**config.mk**
```make
export PLATFORM = sky130hd
export DESIGN_NAME = rtc_tick_alarm
export DESIGN_NICKNAME = d
export VERILOG_FILES = /design/src/rtl/rtc_tick_alarm.sv
export SDC_FILE = /design/constraint.sdc
export NUM_CORES = 1
export LEC_CHECK = 0
export ABC_AREA = 0
export BUFFER_PORTS_ARGS = -buffer_cell sky130_fd_sc_hd__buf_4
export CAP_MARGIN = 25
export CORE_MARGIN = 3
export CORE_UTILIZATION = 56
export DETAILED_ROUTE_END_ITERATION = 8
export PLACE_DENSITY = 0.81
export SLEW_MARGIN = 20
export SYNTH_ARGS = -nofsm -noshare
export SYNTH_HDL_FRONTEND = slang
export SYNTH_SLANG_ARGS = --single-unit
```
**constraint.sdc**
```tcl
create_clock -name clk -period 4.1 [get_ports clk]
set_clock_uncertainty 0.1 [all_clocks]
set_input_delay 0.205 -clock clk [delete_from_list [all_inputs] [get_ports clk]]
set_output_delay 0.205 -clock clk [all_outputs]
set_load 0.02 [all_outputs]
```
**src/rtl/rtc_tick_alarm.sv**
```systemverilog
module rtc_tick_alarm #(
  parameter int CW         = 32,
  parameter int PW         = 20,
  parameter int PDW        = 7,
  parameter int RST_RELOAD = 32767
) (
  input  logic          clk,
  input  logic          rst_n,
  input  logic          wr_en,
  input  logic [2:0]    wr_addr,
  input  logic [CW-1:0] wr_data,
  input  logic [2:0]    rd_addr,
  output logic [CW-1:0] rd_data,
  output logic          irq_second,
  output logic          irq_alarm,
  output logic          irq_overflow
);
  localparam logic [2:0] A_REL = 3'd0, A_CNT = 3'd1, A_ALM = 3'd2, A_FLG = 3'd3, A_CTL = 3'd4;

  logic [PW-1:0]  reload_q, psc_q;
  logic [PDW-1:0] pre_q;
  logic [CW-1:0]  cnt_q, alm_q, cnt_inc;
  logic [2:0]     flg_q, flg_set, flg_clr;
  logic [3:0]     ctl_q;
  logic           wr_rel, wr_cnt, step, tick;

  assign wr_rel  = wr_en && wr_addr == A_REL;
  assign wr_cnt  = wr_en && wr_addr == A_CNT;
  assign step    = ctl_q[3] ? &pre_q : 1'b1;
  assign tick    = step && psc_q == '0 && !wr_rel && !wr_cnt;
  assign cnt_inc = cnt_q + 1'b1;
  assign flg_set = {tick && &cnt_q, tick && cnt_inc == alm_q, tick};
  assign flg_clr = (wr_en && wr_addr == A_FLG) ? wr_data[2:0] : 3'b000;

  always_ff @(posedge clk or negedge rst_n) begin
    if (!rst_n) begin
      reload_q <= PW'(RST_RELOAD);
      psc_q    <= PW'(RST_RELOAD);
      pre_q    <= '0;
    end else begin
      if (wr_rel) reload_q <= wr_data[PW-1:0];
      if (wr_rel)                  psc_q <= wr_data[PW-1:0];
      else if (wr_cnt)             psc_q <= reload_q;
      else if (step && psc_q == 0) psc_q <= reload_q;
      else if (step)               psc_q <= psc_q - 1'b1;
      if (wr_rel || wr_cnt || !ctl_q[3]) pre_q <= '0;
      else                               pre_q <= pre_q + 1'b1;
    end
  end

  always_ff @(posedge clk or negedge rst_n) begin
    if (!rst_n) begin
      cnt_q <= '0;
      alm_q <= '1;
      flg_q <= '0;
      ctl_q <= '0;
    end else begin
      if (wr_cnt)     cnt_q <= wr_data;
      else if (tick)  cnt_q <= cnt_inc;
      if (wr_en && wr_addr == A_ALM) alm_q <= wr_data;
      if (wr_en && wr_addr == A_CTL) ctl_q <= wr_data[3:0];
      flg_q <= (flg_q & ~flg_clr) | flg_set;
    end
  end

  always_comb begin
    case (rd_addr)
      A_REL:   rd_data = CW'(reload_q);
      A_CNT:   rd_data = cnt_q;
      A_ALM:   rd_data = alm_q;
      A_FLG:   rd_data = CW'(flg_q);
      A_CTL:   rd_data = CW'(ctl_q);
      default: rd_data = '0;
    endcase
  end

  assign irq_second   = flg_q[0] & ctl_q[0];
  assign irq_alarm    = flg_q[1] & ctl_q[1];
  assign irq_overflow = flg_q[2] & ctl_q[2];
endmodule

```
==> impl_metrics.py <==
metrics = {
    "timing": {
        "setup_viol": 0,
        "timing.fmax_mhz": 309,
        "maxSlewHeadroom_pct": 24.9,
        "period_needed_ns": 3.24,
        "drv_slew": 0,
        "hold_violations": 0,
        "period_share_pct": 79.0,
        "rsz0062_at_grt": "no",
        "fin_setup_tns_ns": 0,
        "worst_pin_slew_ns": 1.12,
    },
    "detailed_routing": {
        "wl_um": 23200,
        "dr.pass1.iters": 6,
        "avgViaCountPerCell": 6.34,
        "post_drt_wl_per_cell_um": 20.0,
        "drc_errors": 0,
        "num_vias": 7371,
        "drt_iter0_drc": 833,
        "ant_nets": 0,
    },
    "global_route": {
        "grt.overflow.total": 0,
        "grt_pass1_vias": 6928,
        "grt_antenna_before_repair": 0,
        "grt_max_degree": 43,
        "grt_use_total_pct": 31.7,
        "grt_pass1_wl_um": 37300,
    },
    "logic_synthesis": {
        "synth_area_sq_um": 7720,
        "synth.yosys.seq_area_share_pct": 39.3,
        "avgSynthCellArea_sq_um": 8.60,
        "synthMuxAreaShare_pct": 8.54,
        "synth_edf_count": 0,
        "synth_top_family_by_area": "simple AND/OR/NAND/NOR gates",
        "syn_inst": 897,
        "synth-async-reset-ratio_pct": 100,
        "syn-num-nets": 941,
        "yosys.area_share.simple_pct": 25.3,
        "ys_types": 76,
        "synth_ff_type": "dfstp_2",
        "ys_seq_elements": 118,
        "yosys.area_share.adder_pct": 0.486,
        "synth_compound_area_share_pct": 15.8,
        "synth_xor_area_share_pct": 6.24,
        "ys_warn_count": 0,
    },
    "clock_tree": {
        "path_clk_slew_ns": 0.06,
        "clock_sinks": 118,
        "cts_hold_buf": 33,
        "htreeDepth": 4,
        "cts.path.max_buffers": 2,
        "cts_root_buf": "clkbuf_16",
        "cts_setup_buffers": 0,
        "cts_tree": "built",
        "clk_latency_ns": 0.43,
        "cts-resized-gates": 0,
        "cts_buffers": 17,
    },
    "floorplanning": {
        "die_area_sq_um": 15200,
        "die_h_um": 123,
        "initial_core_util_pct": 57.8,
        "core_sq_um": 13300,
        "rows": 42,
        "ios": 76,
        "fp.dieW_um": 123,
    },
    "setup_path": {
        "worstPathRequired_ns": 4.34,
        "critPathKind": "flip-flop to flip-flop",
        "cp-end-kind": "flip-flop",
        "critPathMaxFanout": 8,
        "start_kind": "flip-flop",
        "rrSetupSlack_ns": 0.86,
        "cp.arrival_ns": 3.48,
    },
    "power_and_ir_drop": {
        "leakage_nw": 3.78,
        "power_density_nw_per_um2": 499,
        "power.total_w": 0.00464,
        "ir_worst_vdd_uv": 359,
    },
    "outcome": {
        "run_status": "complete, no violations",
    },
    "cells_and_area": {
        "drive_above_1_share_pct": 24.7,
        "final_cells": 1162,
        "nets": 1017,
        "area_growth_pct": 20.4,
        "layout_common_cells": "153 x nand2_1, 95 x nor2_1, 91 x buf_4",
        "layout_commonest_cell": "nand2_1",
        "fillers": 1085,
        "antenna_cells": 0,
    },
    "placed_design": {
        "dp_cells": 1096,
        "portBuffers": 75,
        "gp_congestion": 0.941,
        "dp_hpwl_um": 15500,
    },
    "min_path": {
        "hp-class": "input pin to flip-flop",
    },
    "flow_run": {
        "drv_cap": 0,
    },
}
==> Yosys cell counts (8+ instances only) <==
cell type / instances / area share, %
a31oi_1: 16 / 1.3
o21ai_0: 32 / 2.1
nand3_1: 23 / 1.5
a22oi_1: 16 / 1.6
inv_1: 9 / 0.44
nand2_1: 153 / 7.4
nor3_1: 20 / 1.3
mux2_2: 37 / 5.4
nor4_1: 13 / 1.1
clkbuf_1: 45 / 2.2
a21oi_1: 37 / 2.4
xnor2_1: 39 / 4.4
and3_1: 10 / 0.81
buf_2: 16 / 1.0
nor2_1: 96 / 4.7
xor2_1: 16 / 1.8
dfstp_2: 62 / 21
dfrtp_1: 56 / 18
and2_1: 8 / 0.65
mux2i_1: 22 / 2.9
o21ai_1: 28 / 1.8
nand4_1: 16 / 1.3
==> per-stage QoR <==
stage,util [%],area [sq um],hold WS (ns),worst slack [ns]
final,69.6,9300,0.0350,0.860
after global routing,69.6,9300,0.0593,0.604
after CTS,69.4,9270,0.0324,0.864
after detailed placement,62.4,8340,0.0919,0.883
after global placement,62.4,8330,0.0919,0.995
after floorplan,-,7720,-0.191,1.18
==> kinds of logic (layout without fill, tap and decap cells) <==
kind of cell,after synthesis,after routing
AO/OA/AOI/OAI,189,189
XOR/XNOR,55,55
adder cells (fa/ha/maj),3,3
buffers and inverters,79,168
flip-flops,118,118
multiplexers,60,60
AND/OR/NAND/NOR,393,393
==> worst max-delay path: stages, from the launching register on <==
cell       delay (ns)
dfrtp_1          0.50
ha_1             0.35
nand4_1          0.23
or4_4            0.55
or4_1            0.55
xnor2_1          0.14
a2111oi_0        0.35
o2111ai_1        0.19
o31ai_2          0.19
==> per-layer routing <==
layer  GRT usage [%]  part of all wire [%]  vias to the layer above
met5               0                     0                        -
met4            11.6                   2.7                        0
met3            7.41                   8.9                       63
met2            48.4                    46                      364
met1            44.0                    43                     3565
li1                -                     -                     3379
==> power by group <==
part | internal, W | total [W] | switching, W
clock network | 0.000995 | 0.00153 | 0.000535
registers | 0.00155 | 0.00195 | 0.000399
logic | 0.000553 | 0.00116 | 0.000604
==> final cells by class <==
type                    count  area, sq um  share of cell area, %
multi-input cells         700         4360                   46.9
flip-flops and latches    118         3030                   32.6
repair buffers            126         1050                   11.3
clock buffers              22          474                   5.10
well taps                 176          220                   2.37
clock inverters            10          128                   1.37
inverters                  10         37.5                  0.404
==> flip-flops by register name (all words and copies together), names as in the netlist <==
signal / cells
psc_q: 20
cnt_q: 32
flg_q: 3
alm_q: 32
reload_q: 20
ctl_q: 4
pre_q: 7
==> path summary, 6_finish.rpt <==
check                               end          from  cells after the start
min reg2reg                reload_q[10]  reload_q[10]                      2
max                            flg_q[1]      cnt_q[0]                      8
max in group asynchronous     alm_q[17]         rst_n                      3
max reg2reg                    flg_q[1]      cnt_q[0]                      8
min in group asynchronous      pre_q[2]         rst_n                      2
min                         reload_q[2]    wr_addr[0]                      4
(Power assumes the default switching activity.)
